## src/rtl/cursor_regbank_pkg.sv

```systemverilog
// Package: register indices, mode codes, colour type and address split
// shared by the cursor register bank modules.
package cursor_regbank_pkg;

    localparam int IDX_W      = 4;
    localparam int DATA_W     = 32;
    localparam int ADDR_W     = 40;
    localparam int ADDR_HI_W  = 8;
    localparam int ALIGN_BITS = 12;
    localparam int ADDR_LO_W  = ADDR_W - ADDR_HI_W - ALIGN_BITS;

    typedef enum logic [IDX_W-1:0] {
        RG_CTRL    = 4'd0,
        RG_POS     = 4'd1,
        RG_HOT     = 4'd2,
        RG_SIZE    = 4'd3,
        RG_COL1    = 4'd4,
        RG_COL2    = 4'd5,
        RG_ADDR_HI = 4'd6,
        RG_ADDR_LO = 4'd7,
        RG_LOCK    = 4'd8
    } reg_idx_e;

    typedef enum logic [1:0] {
        MODE_MONO     = 2'd0,
        MODE_AND_MASK = 2'd1,
        MODE_PREMUL   = 2'd2,
        MODE_STRAIGHT = 2'd3
    } cur_mode_e;

    typedef struct packed {
        logic [7:0] red;
        logic [7:0] green;
        logic [7:0] blue;
    } rgb_t;

    localparam rgb_t RGB_BLACK = 24'h000000;
    localparam rgb_t RGB_WHITE = 24'hFFFFFF;

endpackage

```

## src/rtl/cur_pending_regs.sv

```systemverilog
// Pending register file. It decodes bus writes into the pending copies,
// drives the combinational read-back mux, and flags the events that the
// commit controller acts on. Assumes one write per cycle and that the
// field widths fit their slots (COORD_W <= 16, HOT_W <= 8, SIZE_W <= 8).
module cur_pending_regs
    import cursor_regbank_pkg::*;
#(
    parameter int COORD_W = 13,
    parameter int HOT_W   = 6,
    parameter int SIZE_W  = 7,
    localparam int FLD_W  = 5 + 2*COORD_W + 2*HOT_W + 2*SIZE_W + 48
) (
    input  logic                 clk,
    input  logic                 rst_n,
    input  logic                 bus_wr,
    input  logic [IDX_W-1:0]     bus_addr,
    input  logic [DATA_W-1:0]    bus_wdata,
    output logic [DATA_W-1:0]    bus_rdata,
    output logic [FLD_W-1:0]     pend_fields,
    output logic [ADDR_HI_W-1:0] pend_addr_hi,
    output logic [ADDR_LO_W-1:0] pend_addr_lo,
    output logic                 lock_q,
    output logic                 fld_wr,
    output logic                 lo_wr,
    output logic                 unlock_evt
);

    logic               p_en, p_mag, p_clamp;
    logic [1:0]         p_mode;
    logic [COORD_W-1:0] p_x, p_y;
    logic [HOT_W-1:0]   p_hx, p_hy;
    logic [SIZE_W-1:0]  p_w, p_h;
    rgb_t               p_col1, p_col2;

    // Event decode: control-register write, address-low write, lock release.
    always_comb begin
        fld_wr     = bus_wr && (bus_addr <= RG_COL2);
        lo_wr      = bus_wr && (bus_addr == RG_ADDR_LO);
        unlock_evt = bus_wr && (bus_addr == RG_LOCK) && !bus_wdata[0] && lock_q;
    end

    // Pending storage: capture the addressed register's fields.
    always_ff @(posedge clk) begin
        if (!rst_n) begin
            p_en <= 1'b0; p_mag <= 1'b0; p_clamp <= 1'b0; p_mode <= '0;
            p_x <= '0; p_y <= '0; p_hx <= '0; p_hy <= '0;
            p_w <= '0; p_h <= '0; p_col1 <= '0; p_col2 <= '0;
            pend_addr_hi <= '0; pend_addr_lo <= '0; lock_q <= 1'b0;
        end else if (bus_wr) begin
            case (bus_addr)
                RG_CTRL: begin
                    p_en    <= bus_wdata[0];
                    p_mode  <= bus_wdata[2:1];
                    p_mag   <= bus_wdata[3];
                    p_clamp <= bus_wdata[4];
                end
                RG_POS: begin
                    p_x <= bus_wdata[COORD_W-1:0];
                    p_y <= bus_wdata[16 +: COORD_W];
                end
                RG_HOT: begin
                    p_hx <= bus_wdata[HOT_W-1:0];
                    p_hy <= bus_wdata[8 +: HOT_W];
                end
                RG_SIZE: begin
                    p_w <= bus_wdata[SIZE_W-1:0];
                    p_h <= bus_wdata[8 +: SIZE_W];
                end
                RG_COL1:    p_col1       <= bus_wdata[23:0];
                RG_COL2:    p_col2       <= bus_wdata[23:0];
                RG_ADDR_HI: pend_addr_hi <= bus_wdata[ADDR_HI_W-1:0];
                RG_ADDR_LO: pend_addr_lo <= bus_wdata[DATA_W-1:ALIGN_BITS];
                RG_LOCK:    lock_q       <= bus_wdata[0];
                default: ;
            endcase
        end
    end

    // Read-back mux over the pending copies.
    always_comb begin
        bus_rdata = '0;
        case (bus_addr)
            RG_CTRL: begin
                bus_rdata[0]   = p_en;
                bus_rdata[2:1] = p_mode;
                bus_rdata[3]   = p_mag;
                bus_rdata[4]   = p_clamp;
            end
            RG_POS: begin
                bus_rdata[COORD_W-1:0]  = p_x;
                bus_rdata[16 +: COORD_W] = p_y;
            end
            RG_HOT: begin
                bus_rdata[HOT_W-1:0] = p_hx;
                bus_rdata[8 +: HOT_W] = p_hy;
            end
            RG_SIZE: begin
                bus_rdata[SIZE_W-1:0] = p_w;
                bus_rdata[8 +: SIZE_W] = p_h;
            end
            RG_COL1:    bus_rdata[23:0] = p_col1;
            RG_COL2:    bus_rdata[23:0] = p_col2;
            RG_ADDR_HI: bus_rdata[ADDR_HI_W-1:0] = pend_addr_hi;
            RG_ADDR_LO: bus_rdata[DATA_W-1:ALIGN_BITS] = pend_addr_lo;
            RG_LOCK:    bus_rdata[0] = lock_q;
            default: ;
        endcase
    end

    // Pack the control fields for the live stage.
    assign pend_fields = {p_en, p_mode, p_mag, p_clamp, p_x, p_y,
                          p_hx, p_hy, p_w, p_h, p_col1, p_col2};

    AST_UNLOCK_CLEARS: assert property (@(posedge clk) disable iff (!rst_n)
        unlock_evt |=> !lock_q);

endmodule

```

## src/rtl/cur_commit_ctrl.sv

```systemverilog
// Commit controller. It turns the write events into registered commit
// requests for the control fields and the address, and tracks an
// address-low write that is held back by the lock. Assumes the events
// are mutually exclusive (one bus write per cycle).
module cur_commit_ctrl (
    input  logic clk,
    input  logic rst_n,
    input  logic fld_wr,
    input  logic lo_wr,
    input  logic unlock_evt,
    input  logic lock_q,
    output logic fld_req,
    output logic addr_req
);

    logic defer_q;

    // Request registers and the deferred-address flag.
    always_ff @(posedge clk) begin
        if (!rst_n) begin
            fld_req  <= 1'b0;
            addr_req <= 1'b0;
            defer_q  <= 1'b0;
        end else begin
            fld_req  <= (fld_wr && !lock_q) || unlock_evt;
            addr_req <= (lo_wr && !lock_q) || (unlock_evt && defer_q);
            if (unlock_evt)
                defer_q <= 1'b0;
            else if (lo_wr && lock_q)
                defer_q <= 1'b1;
        end
    end

    AST_DEFER_NEEDS_LOCK: assert property (@(posedge clk) disable iff (!rst_n)
        defer_q |-> lock_q);

endmodule

```

## src/rtl/cur_live_regs.sv

```systemverilog
// Live register stage. It copies the pending control fields or the
// pending address into the live copies on a commit request, raises the
// matching one-cycle pulses, and forms the engine-facing outputs
// (size plus one, monochrome colour override, aligned address).
module cur_live_regs
    import cursor_regbank_pkg::*;
#(
    parameter int COORD_W = 13,
    parameter int HOT_W   = 6,
    parameter int SIZE_W  = 7,
    localparam int FLD_W  = 5 + 2*COORD_W + 2*HOT_W + 2*SIZE_W + 48
) (
    input  logic                 clk,
    input  logic                 rst_n,
    input  logic                 fld_req,
    input  logic                 addr_req,
    input  logic [FLD_W-1:0]     pend_fields,
    input  logic [ADDR_HI_W-1:0] pend_addr_hi,
    input  logic [ADDR_LO_W-1:0] pend_addr_lo,
    output logic                 cur_en,
    output logic [1:0]           cur_mode,
    output logic                 cur_mag2x,
    output logic                 cur_inv_clamp,
    output logic [COORD_W-1:0]   cur_x,
    output logic [COORD_W-1:0]   cur_y,
    output logic [HOT_W-1:0]     cur_hot_x,
    output logic [HOT_W-1:0]     cur_hot_y,
    output logic [SIZE_W:0]      cur_width,
    output logic [SIZE_W:0]      cur_height,
    output logic [23:0]          cur_color1,
    output logic [23:0]          cur_color2,
    output logic [ADDR_W-1:0]    cur_base_addr,
    output logic                 cur_addr_valid,
    output logic                 cur_commit
);

    localparam int LIVE_ADDR_W = ADDR_HI_W + ADDR_LO_W;

    logic [FLD_W-1:0]       live_q;
    logic [LIVE_ADDR_W-1:0] live_addr_q;
    logic [SIZE_W-1:0]      l_w, l_h;
    rgb_t                   l_col1, l_col2;

    // Live copies and their pulses.
    always_ff @(posedge clk) begin
        if (!rst_n) begin
            live_q         <= '0;
            live_addr_q    <= '0;
            cur_commit     <= 1'b0;
            cur_addr_valid <= 1'b0;
        end else begin
            cur_commit     <= fld_req;
            cur_addr_valid <= addr_req;
            if (fld_req)  live_q      <= pend_fields;
            if (addr_req) live_addr_q <= {pend_addr_hi, pend_addr_lo};
        end
    end

    // Unpack the live fields.
    assign {cur_en, cur_mode, cur_mag2x, cur_inv_clamp, cur_x, cur_y,
            cur_hot_x, cur_hot_y, l_w, l_h, l_col1, l_col2} = live_q;

    // Engine-facing derived values.
    always_comb begin
        cur_width  = {1'b0, l_w} + 1'b1;
        cur_height = {1'b0, l_h} + 1'b1;
        if (cur_mode == MODE_MONO) begin
            cur_color1 = RGB_BLACK;
            cur_color2 = RGB_WHITE;
        end else begin
            cur_color1 = l_col1;
            cur_color2 = l_col2;
        end
        cur_base_addr = {live_addr_q, {ALIGN_BITS{1'b0}}};
    end

    AST_ADDR_HOLDS: assert property (@(posedge clk) disable iff (!rst_n)
        !addr_req |=> $stable(cur_base_addr));

endmodule

```

## src/rtl/cursor_regbank.sv

```systemverilog
// Top of the cursor register bank: pending file, commit controller and
// live stage. Writes reach the cursor engine only through commits.
module cursor_regbank
    import cursor_regbank_pkg::*;
#(
    parameter int COORD_W = 13,
    parameter int HOT_W   = 6,
    parameter int SIZE_W  = 7
) (
    input  logic               clk,
    input  logic               rst_n,
    input  logic               bus_wr,
    input  logic [3:0]         bus_addr,
    input  logic [31:0]        bus_wdata,
    output logic [31:0]        bus_rdata,
    output logic               cur_en,
    output logic [1:0]         cur_mode,
    output logic               cur_mag2x,
    output logic               cur_inv_clamp,
    output logic [COORD_W-1:0] cur_x,
    output logic [COORD_W-1:0] cur_y,
    output logic [HOT_W-1:0]   cur_hot_x,
    output logic [HOT_W-1:0]   cur_hot_y,
    output logic [SIZE_W:0]    cur_width,
    output logic [SIZE_W:0]    cur_height,
    output logic [23:0]        cur_color1,
    output logic [23:0]        cur_color2,
    output logic [39:0]        cur_base_addr,
    output logic               cur_addr_valid,
    output logic               cur_commit
);

    localparam int FLD_W = 5 + 2*COORD_W + 2*HOT_W + 2*SIZE_W + 48;

    logic [FLD_W-1:0]     pend_fields;
    logic [ADDR_HI_W-1:0] pend_addr_hi;
    logic [ADDR_LO_W-1:0] pend_addr_lo;
    logic                 lock_q, fld_wr, lo_wr, unlock_evt;
    logic                 fld_req, addr_req;

    cur_pending_regs #(.COORD_W(COORD_W), .HOT_W(HOT_W), .SIZE_W(SIZE_W)) u_pend (
        .clk, .rst_n, .bus_wr, .bus_addr, .bus_wdata, .bus_rdata,
        .pend_fields, .pend_addr_hi, .pend_addr_lo,
        .lock_q, .fld_wr, .lo_wr, .unlock_evt
    );

    cur_commit_ctrl u_ctrl (
        .clk, .rst_n, .fld_wr, .lo_wr, .unlock_evt, .lock_q,
        .fld_req, .addr_req
    );

    cur_live_regs #(.COORD_W(COORD_W), .HOT_W(HOT_W), .SIZE_W(SIZE_W)) u_live (
        .clk, .rst_n, .fld_req, .addr_req,
        .pend_fields, .pend_addr_hi, .pend_addr_lo,
        .cur_en, .cur_mode, .cur_mag2x, .cur_inv_clamp,
        .cur_x, .cur_y, .cur_hot_x, .cur_hot_y,
        .cur_width, .cur_height, .cur_color1, .cur_color2,
        .cur_base_addr, .cur_addr_valid, .cur_commit
    );

    AST_WRITE_COMMITS: assert property (@(posedge clk) disable iff (!rst_n)
        (fld_wr && !lock_q) |=> ##1 cur_commit);

    AST_LOCK_BLOCKS_COMMIT: assert property (@(posedge clk) disable iff (!rst_n)
        (lock_q && !unlock_evt) |=> ##1 !cur_commit);

    AST_LO_DEFERRED: assert property (@(posedge clk) disable iff (!rst_n)
        (lo_wr && lock_q) |=> ##1 !cur_addr_valid);

    AST_UNLOCK_COMMITS: assert property (@(posedge clk) disable iff (!rst_n)
        unlock_evt |=> ##1 cur_commit);

endmodule

```

## config.mk

```make
export PLATFORM = sky130hd
export DESIGN_NAME = cursor_regbank
export DESIGN_NICKNAME = d
export VERILOG_FILES = /design/src/rtl/cursor_regbank_pkg.sv /design/src/rtl/cur_pending_regs.sv /design/src/rtl/cur_commit_ctrl.sv /design/src/rtl/cur_live_regs.sv /design/src/rtl/cursor_regbank.sv
export SDC_FILE = /design/constraint.sdc
export NUM_CORES = 1
export LEC_CHECK = 0
export BUFFER_PORTS_ARGS = -buffer_cell sky130_fd_sc_hd__buf_2
export CAP_MARGIN = 20
export CORE_AREA = 2 2 158 160
export CTS_BUF_LIST = sky130_fd_sc_hd__clkbuf_16
export DETAILED_ROUTE_END_ITERATION = 10
export DIE_AREA = 0 0 160 162
export GPL_TIMING_DRIVEN = 1
export PLACE_DENSITY = 0.77
export SLEW_MARGIN = 10
export SYNTH_ARGS = -nofsm -noshare
export SYNTH_HDL_FRONTEND = slang
export SYNTH_SLANG_ARGS = --single-unit
```

## constraint.sdc

```tcl
create_clock -name clk -period 1.2 [get_ports clk]
set_input_delay 0.12 -clock clk [delete_from_list [all_inputs] [get_ports clk]]
set_output_delay 0.12 -clock clk [all_outputs]
set_load 0.01 [all_outputs]
```

==> results_tabular.tex, run 1 <==
\begin{tabular}{lr}
\hline
Metric & Value \\
\hline
\multicolumn{2}{l}{\textbf{Synthesis}} \\
Main combinational cell family by area after synthesis & simple AND/OR/NAND/NOR gates \\
Share of flip-flops with an asynchronous set or reset & 0\% \\
Cell taking the most area after synthesis & sky130\_fd\_sc\_hd\_\_dfxtp\_1 \\
Post-Synth Simple-Gate Area & 21.8\% \\
Xor and xnor area share after synthesis & 0.715\% \\
Synthesized netlist cell count & 1339 \\
Compound-gate portion of the synthesized area & 12.0\% \\
Post-synth EDFFs & 0 \\
Leading register cell type out of synthesis & sky130\_fd\_sc\_hd\_\_dfxtp\_1 \\
Portion of the post-synthesis area used by sequential elements & 44.5\% \\
Post-synth design cell area & 12200 sq um \\
Share of synthesized area spent on multiplexers & 13.9\% \\
Cell variety after synth & 51 \\
Main area contributors after synthesis & sky130\_fd\_sc\_hd\_\_dfxtp\_1 44\%, sky130\_fd\_sc\_hd\_\_mux2i\_1 12\%, sky130\_fd\_sc\_hd\_\_nor2b\_1 8.5\%, sky130\_fd\_sc\_hd\_\_nand2\_1 8.1\%, sky130\_fd\_sc\_hd\_\_a21boi\_0 7.2\% \\
Avg Inst Size Synth & 9.15 sq um \\
Yosys warning total & 0 \\
Area share of the largest cell type after synthesis & 44.5\% \\
\#FFs+latches synth & 272 \\
Synth Area in Adders & 0.204\% \\
\multicolumn{2}{l}{\textbf{GRT}} \\
All-layer global routing usage & 28.7\% \\
Initial antenna violation count & 0 \\
Number of global-route vias before repair & 10800 \\
Global-route wire length before repair & 59.3 mm \\
Total global routing overflow & 0 \\
Pin count of the biggest net entering global routing & 68 \\
\multicolumn{2}{l}{\textbf{CTS}} \\
CTS H-tree depth & 1 \\
Root Buffer & sky130\_fd\_sc\_hd\_\_clkbuf\_16 \\
Worst-Skew Late Latency & 0.54 ns \\
Register clock-pin slew on the reported worst setup and hold paths & 0.06 ns \\
CTS tree & yes \\
TritonCTS Sinks & 272 \\
Deepest clock path buffer count & 3 \\
TritonCTS buffer count & 29 \\
\multicolumn{2}{l}{\textbf{Worst setup path}} \\
Maximum single-stage delay on the critical path & 0.49 ns \\
End of the worst register-to-register path & u\_live.live\_q[48] \\
Endpoint arrival time on the critical path & 1.89 ns \\
Type of destination of the critical path & primary output \\
Data required time of the critical path & 1.08 ns \\
Critical path cell sequence & a22o\_1 > a222oi\_1 > a21oi\_2 > buf\_2 \\
Cell at the slowest stage of the critical path & sky130\_fd\_sc\_hd\_\_a222oi\_1 \\
Startpoint-to-endpoint class of the critical path & flop to primary output \\
Type of origin of the critical path & flop \\
Largest fanout of any net on the critical path & 2 \\
Source of the worst register-to-register timing path & u\_live.live\_q[48] \\
Cell class contributing the biggest share of worst-path delay & compound AO/OA/AOI/OAI gates \\
Setup slack on the worst flop-to-flop path & 0.02 ns \\
Worst R2R Path Depth & 7 \\
Count of buffering cells on the critical path with inverters included & 1 \\
\multicolumn{2}{l}{\textbf{Status}} \\
Violated checks & setup timing \\
Outcome & finished with violations \\
\multicolumn{2}{l}{\textbf{Layout}} \\
Proportion of layout cells with a drive suffix above 1 & 39.4\% \\
Antenna diode count & 0 \\
Share of the core filled with cells in the final layout & 71.7\% \\
Area of the multi-input gates & 6600 sq um \\
Most common library cell in the layout ignoring fill and taps & sky130\_fd\_sc\_hd\_\_nand2\_1 \\
Layout filler cell count & 1690 \\
Commonest cells after routing, fill and taps aside & 263 x sky130\_fd\_sc\_hd\_\_nand2\_1, 186 x sky130\_fd\_sc\_hd\_\_dfxtp\_1, 155 x sky130\_fd\_sc\_hd\_\_buf\_2 \\
Area added between synthesis and finish & 41.1\% \\
Final layout net count & 1721 \\
Combined flip-flop and latch cell area & 5590 sq um \\
\multicolumn{2}{l}{\textbf{Worst hold path}} \\
Hold path endpoint & u\_pend.p\_w[0] \\
Worst min-delay path class & input pin to flop \\
Startpoint of the worst hold path & bus\_wdata[0] \\
Cell count of the worst hold path & 4 \\
\multicolumn{2}{l}{\textbf{Job}} \\
Count of maximum capacitance violations & 0 \\
\multicolumn{2}{l}{\textbf{STA}} \\
Upper clock frequency limit & 0.497 GHz \\
Setup-violating endpoint count in the final report & 98 \\
Final Critical Period & 2.01 ns \\
Number of hold-slack violations in the final timing report & 0 \\
Slew at the pin with the worst max-slew slack & 0.513 ns \\
Minimum hold slack & 0.0868 ns \\
Number of pins with negative max-slew slack in the final report & 0 \\
Worst-case setup margin in the final layout & -0.814 ns \\
Normalized max-slew margin & 65.8\% \\
RSZ-0062 raised after global routing & yes \\
Final cycle utilization of the critical path & 168\% \\
Clock skew after layout & 0.0146 ns \\
\multicolumn{2}{l}{\textbf{Route}} \\
Residual DRC & 0 \\
Vias per cell & 5.40 \\
Via total after detailed routing & 10900 \\
Total detailed-routing wirelength & 39.5 mm \\
Number of iterations in the first detailed-routing pass & 4 \\
Mean routed wirelength per cell & 19.5 um \\
Number of nets still failing antenna checks after routing & 0 \\
Starting DRC count in detailed routing & 712 \\
\multicolumn{2}{l}{\textbf{Placement}} \\
Final Wtd Congestion & 0.923 \\
Setup WS pre-CTS & -0.490 ns \\
Number of buffer cells added on primary ports & 207 \\
Detailed Place HPWL & 25.2 mm \\
\multicolumn{2}{l}{\textbf{Floorplan}} \\
I/O pin total & 220 \\
Core region area & 24100 sq um \\
Chip Width & 160 um \\
Number of rows created at floorplan & 57 \\
Die H & 162 um \\
Starting Density & 50.8\% \\
Area of the die & 25900 sq um \\
\multicolumn{2}{l}{\textbf{Power}} \\
Static leakage & 6.77 nW \\
Pwr Density & 1110 nW/um\^{}2 \\
Overall power after layout & 19.2 mW \\
IR drop worst, VDD & 1.03 mV \\
\hline
\end{tabular}
==> timing repair <==
action                     4_1_cts  5_1_grt
hold endpoints to repair       145        0
gates resized for setup        229      112
gates cloned                     7        1
buffers inserted                41       20
hold buffers                    32        0
setup endpoints to repair      100      102
pin swaps                       40       36
==> cell usage after synthesis (3+ instances only) <==
| cell | number |
|---|---|
| sky130_fd_sc_hd__dfxtp_1 | 272 |
| sky130_fd_sc_hd__nand2_1 | 264 |
| sky130_fd_sc_hd__nor2b_1 | 167 |
| sky130_fd_sc_hd__mux2i_1 | 151 |
| sky130_fd_sc_hd__a21boi_0 | 118 |
| sky130_fd_sc_hd__buf_4 | 61 |
| sky130_fd_sc_hd__buf_2 | 42 |
| sky130_fd_sc_hd__clkbuf_1 | 41 |
| sky130_fd_sc_hd__nand3_1 | 28 |
| sky130_fd_sc_hd__or2_2 | 25 |
| sky130_fd_sc_hd__nor2_1 | 20 |
| sky130_fd_sc_hd__a22oi_1 | 17 |
| sky130_fd_sc_hd__mux2_2 | 15 |
| sky130_fd_sc_hd__a21boi_1 | 13 |
| sky130_fd_sc_hd__a21oi_1 | 11 |
| sky130_fd_sc_hd__o21ai_0 | 8 |
| sky130_fd_sc_hd__and2_1 | 7 |
| sky130_fd_sc_hd__a22o_1 | 6 |
| sky130_fd_sc_hd__xnor2_1 | 6 |
| sky130_fd_sc_hd__nand2b_1 | 5 |
| sky130_fd_sc_hd__a21o_1 | 4 |
| sky130_fd_sc_hd__a221oi_1 | 4 |
| sky130_fd_sc_hd__and3_1 | 4 |
| sky130_fd_sc_hd__nor3_1 | 4 |
| sky130_fd_sc_hd__xor2_1 | 4 |
| sky130_fd_sc_hd__a221o_1 | 3 |
| sky130_fd_sc_hd__nor3b_1 | 3 |
| sky130_fd_sc_hd__o211ai_1 | 3 |
| sky130_fd_sc_hd__o22a_1 | 3 |
==> per-stage QoR <==
| step | instance area (sq um) | cells | setup TNS (ns) |
|---|---|---|---|
| CTS | 16800 | 2011 | -46.40 |
| detailed placement | 14400 | 1889 | -47.07 |
| global placement | 14400 | 1889 | -41.71 |
| finish | 17300 | 2023 | -45.97 |
| floorplan | 12300 | 1350 | -0.0627 |
| global route | 17300 | 2023 | -49.34 |
==> where the power goes <==
group	internal, mW	leakage [nW]	switching (mW)	total (mW)
clock	4.91	0.469	3.61	8.52
sequential	9.07	2.24	0.0681	9.14
combinational	0.733	4.06	0.759	1.49
==> registers in the layout, indices dropped and copies added (netlist names), 2 cells and up <==
signal               cells
u_live.live_addr_q      28
u_live.live_q          105
u_pend.p_h               7
u_pend.p_hx              6
u_pend.p_hy              6
u_pend.p_mode            2
u_pend.p_w               7
u_pend.p_x              13
u_pend.p_y              13
u_pend.pend_addr_hi      8
u_pend.pend_addr_lo     20
u_pend.pend_fields      48
==> final cells by class <==
type	instances	area share, %
multi-input cells	929	38.1
flip-flops and latches	272	32.3
repair buffers	446	22.0
clock buffers	30	4.34
well taps	324	2.34
clock inverters	20	0.818
inverters	2	0.0579
==> kinds of logic after synthesis <==
logic type	after synthesis
fa+ha+maj	2
simple gates	540
compound gates	198
mux	167
other cells	1
buf+inv	149
xor+xnor	10
flops	272
==> tightest hold or removal path, stage by stage <==
cell and delay [ns]:
sky130_fd_sc_hd__buf_2 0.14, sky130_fd_sc_hd__buf_4 0.19, sky130_fd_sc_hd__nand2_1 0.06, sky130_fd_sc_hd__a21boi_0 0.07
==> per-layer routing <==
metal	vias up	share of wire (%)	wire, um	track usage [%]
met3	127	6.4	2510	3.98
li1	5099	-	-	-
met4	0	4.8	1890	12.8
met5	-	0	0	0
met2	471	50	19800	51.3
met1	5231	39	15300	34.6
==> worst max path at each step <==
stage / start / end / slack, ns / depth (start not counted)
global route: u_pend.pend_fields[3] / bus_rdata[3] / -0.84 / 4
detailed placement: bus_addr[2] / bus_rdata[13] / -0.49 / 7
CTS: u_pend.p_x[1] / bus_rdata[1] / -0.72 / 5
global placement: bus_addr[2] / bus_rdata[13] / -0.50 / 7
finish: u_pend.pend_fields[3] / bus_rdata[3] / -0.81 / 4
floorplan: bus_addr[2] / bus_rdata[3] / -0.05 / 6
(Power assumes the default switching activity.)
==> inputs of run 2 (changes only) <==
SLEW_MARGIN = 20   (was 10)
clock period = 1.8 ns   (was 1.2 ns; I/O delays follow)
==> run 2 against run 1 <==
Against the previous run:
- the flow still finishes with violations (setup timing)
- clock power is 31% lower
- power is 33% lower
- largest cell class unchanged
- die area stayed put
- critical path type unchanged
- sequential share of layout area is 4.2 points higher
- core utilization is 9.2 points lower
- critical path depth is 1 higher
- sequential cell count stayed put
- global-route usage is 2.4 points lower
==> results_tabular.tex, run 2 (synthesized netlist as in run 1, its figures left out) <==
\begin{tabular}{lr}
\hline
Metric & Value \\
\hline
\multicolumn{2}{l}{\textbf{Status}} \\
Outcome & finished with violations \\
Violated checks & setup timing \\
\multicolumn{2}{l}{\textbf{STA}} \\
Final cycle utilization of the critical path & 113\% \\
Final Critical Period & 2.03 ns \\
Number of hold-slack violations in the final timing report & 0 \\
Number of pins with negative max-slew slack in the final report & 0 \\
Normalized max-slew margin & 64.3\% \\
Upper clock frequency limit & 0.492 GHz \\
RSZ-0062 raised after global routing & yes \\
Clock skew after layout & 0.0115 ns \\
Setup-violating endpoint count in the final report & 9 \\
Slew at the pin with the worst max-slew slack & 0.530 ns \\
Worst-case setup margin in the final layout & -0.233 ns \\
Setup total negative slack & -1.21 ns \\
\multicolumn{2}{l}{\textbf{Layout}} \\
Post-Layout Cell Count & 1883 \\
Antenna diode count & 0 \\
Area added between synthesis and finish & 23.1\% \\
Flip-flop count of the largest register after layout & 105 \\
Biggest register & u\_live.live\_q \\
Proportion of layout cells with a drive suffix above 1 & 26.9\% \\
Final layout net count & 1578 \\
Most common library cell in the layout ignoring fill and taps & sky130\_fd\_sc\_hd\_\_nand2\_1 \\
Commonest cells after routing, fill and taps aside & 264 x sky130\_fd\_sc\_hd\_\_nand2\_1, 239 x sky130\_fd\_sc\_hd\_\_dfxtp\_1, 205 x sky130\_fd\_sc\_hd\_\_buf\_2 \\
\multicolumn{2}{l}{\textbf{Placement}} \\
Cell total after placement & 1791 \\
Number of buffer cells added on primary ports & 207 \\
Setup WS pre-CTS & 0.0152 ns \\
Final Wtd Congestion & 0.894 \\
Detailed Place HPWL & 24.8 mm \\
\multicolumn{2}{l}{\textbf{Floorplan}} \\
Number of rows created at floorplan & 57 \\
Die H & 162 um \\
Starting Density & 50.8\% \\
Area of the die & 25900 sq um \\
I/O pin total & 220 \\
Chip Width & 160 um \\
Core region area & 24100 sq um \\
\multicolumn{2}{l}{\textbf{CTS}} \\
CTS tree & yes \\
TritonCTS buffer count & 29 \\
Deepest clock path buffer count & 3 \\
CTS H-tree depth & 1 \\
TritonCTS Sinks & 272 \\
Worst-Skew Late Latency & 0.54 ns \\
Root Buffer & sky130\_fd\_sc\_hd\_\_clkbuf\_16 \\
Register clock-pin slew on the reported worst setup and hold paths & 0.06 ns \\
\multicolumn{2}{l}{\textbf{Route}} \\
Starting DRC count in detailed routing & 738 \\
Number of nets still failing antenna checks after routing & 0 \\
Residual DRC & 0 \\
Vias per cell & 5.33 \\
Via total after detailed routing & 10000 \\
Number of iterations in the first detailed-routing pass & 5 \\
Mean routed wirelength per cell & 18.7 um \\
Total detailed-routing wirelength & 35.2 mm \\
\multicolumn{2}{l}{\textbf{GRT}} \\
Initial antenna violation count & 1 \\
Total global routing overflow & 0 \\
Pin count of the biggest net entering global routing & 64 \\
Global-route wire length before repair & 54.1 mm \\
Number of global-route vias before repair & 9648 \\
All-layer global routing usage & 26.3\% \\
\multicolumn{2}{l}{\textbf{Job}} \\
Count of maximum capacitance violations & 0 \\
\multicolumn{2}{l}{\textbf{Worst setup path}} \\
Largest fanout of any net on the critical path & 3 \\
Startpoint-to-endpoint class of the critical path & flop to primary output \\
Endpoint arrival time on the critical path & 1.85 ns \\
Cell at the slowest stage of the critical path & sky130\_fd\_sc\_hd\_\_dfxtp\_1 \\
Maximum single-stage delay on the critical path & 0.45 ns \\
Type of origin of the critical path & flop \\
Data required time of the critical path & 1.62 ns \\
Type of destination of the critical path & primary output \\
Critical path cell sequence & mux2i\_1 > nor3b\_1 > a21oi\_1 > o22ai\_1 > buf\_2 \\
\multicolumn{2}{l}{\textbf{Power}} \\
Static leakage & 5.62 nW \\
Pwr Density & 848 nW/um\^{}2 \\
IR drop worst, VDD & 0.631 mV \\
\multicolumn{2}{l}{\textbf{Worst hold path}} \\
Worst min-delay path class & input pin to flop \\
\hline
\end{tabular}
==> run 2: cell count changes in the layout (fill, tap and decap cells not counted), sizes merged <==
cell         delta
buf           -140
bufinv          +1
clkinv          +4
clkinvlp        +3
dlygate4sd3     -3
inv             -5
==> run 2: worst paths after layout <==
path	startpoint	endpoint	slack [ns]	cells after the start
max	u_pend.p_w[0]	bus_rdata[0]	-0.23	5
min	rst_n	u_live.live_addr_q[20]	0.02	2
max reg2reg	u_ctrl.fld_req	u_live.live_q[25]	0.45	3
min reg2reg	u_pend.pend_fields[0]	u_pend.pend_fields[0]	0.48	2
==> run 2: repair_timing <==
item,4_1_cts,5_1_grt
hold endpoints to repair,95,0
setup endpoints to repair,17,52
buffers inserted,7,3
hold buffers,29,0
pin swaps,9,10
resized for setup,37,33
==> run 2: metrics by stage <==
stage / utilization [%] / area [sq um] / power (mW) / hold WS (ns)
floorplan: - / 12300 / 6.69 / 0.315
global placement: 56.4 / 13600 / 6.97 / 0.433
detailed placement: 56.4 / 13600 / 6.98 / 0.441
CTS: 62.0 / 14900 / 12.8 / 0.00800
global route: 62.5 / 15100 / 13.1 / 0.0184
finish: 62.5 / 15100 / 12.8 / 0.0225
==> run 2: cell type report <==
type | count | area (sq um)
Clock buffer | 30 | 751
Multi-Input combinational cell | 929 | 6130
Sequential cell | 272 | 5500
Timing Repair Buffer | 303 | 2100
Fill cell | 2079 | 9030
Clock inverter | 23 | 181
Tap cell | 324 | 405
Inverter | 2 | 7.51
==> run 2: power breakdown <==
group          switching, mW  internal, mW  leakage (nW)
logic                  0.440         0.365          2.95
registers             0.0602          6.06          2.21
clock network           2.43          3.42         0.460
total                   2.93          9.85          5.62
==> run 2: routing by layer <==
metal | track usage [%] | wire, um | share of wire [%]
met5 | 0 | 0 | 0
met4 | 11.2 | 1410 | 4.0
met2 | 44.1 | 16800 | 48
met1 | 33.8 | 14700 | 42
met3 | 4.16 | 2260 | 6.4
==> run 2: critical path: cells and delay by family (launching register included) <==
kind	cells	cell delay, ns
AOI/OAI and AO/OA	2	0.34
buffers and inverters	1	0.20
DFF	1	0.45
muxes	1	0.11
and+or+nand+nor	1	0.23
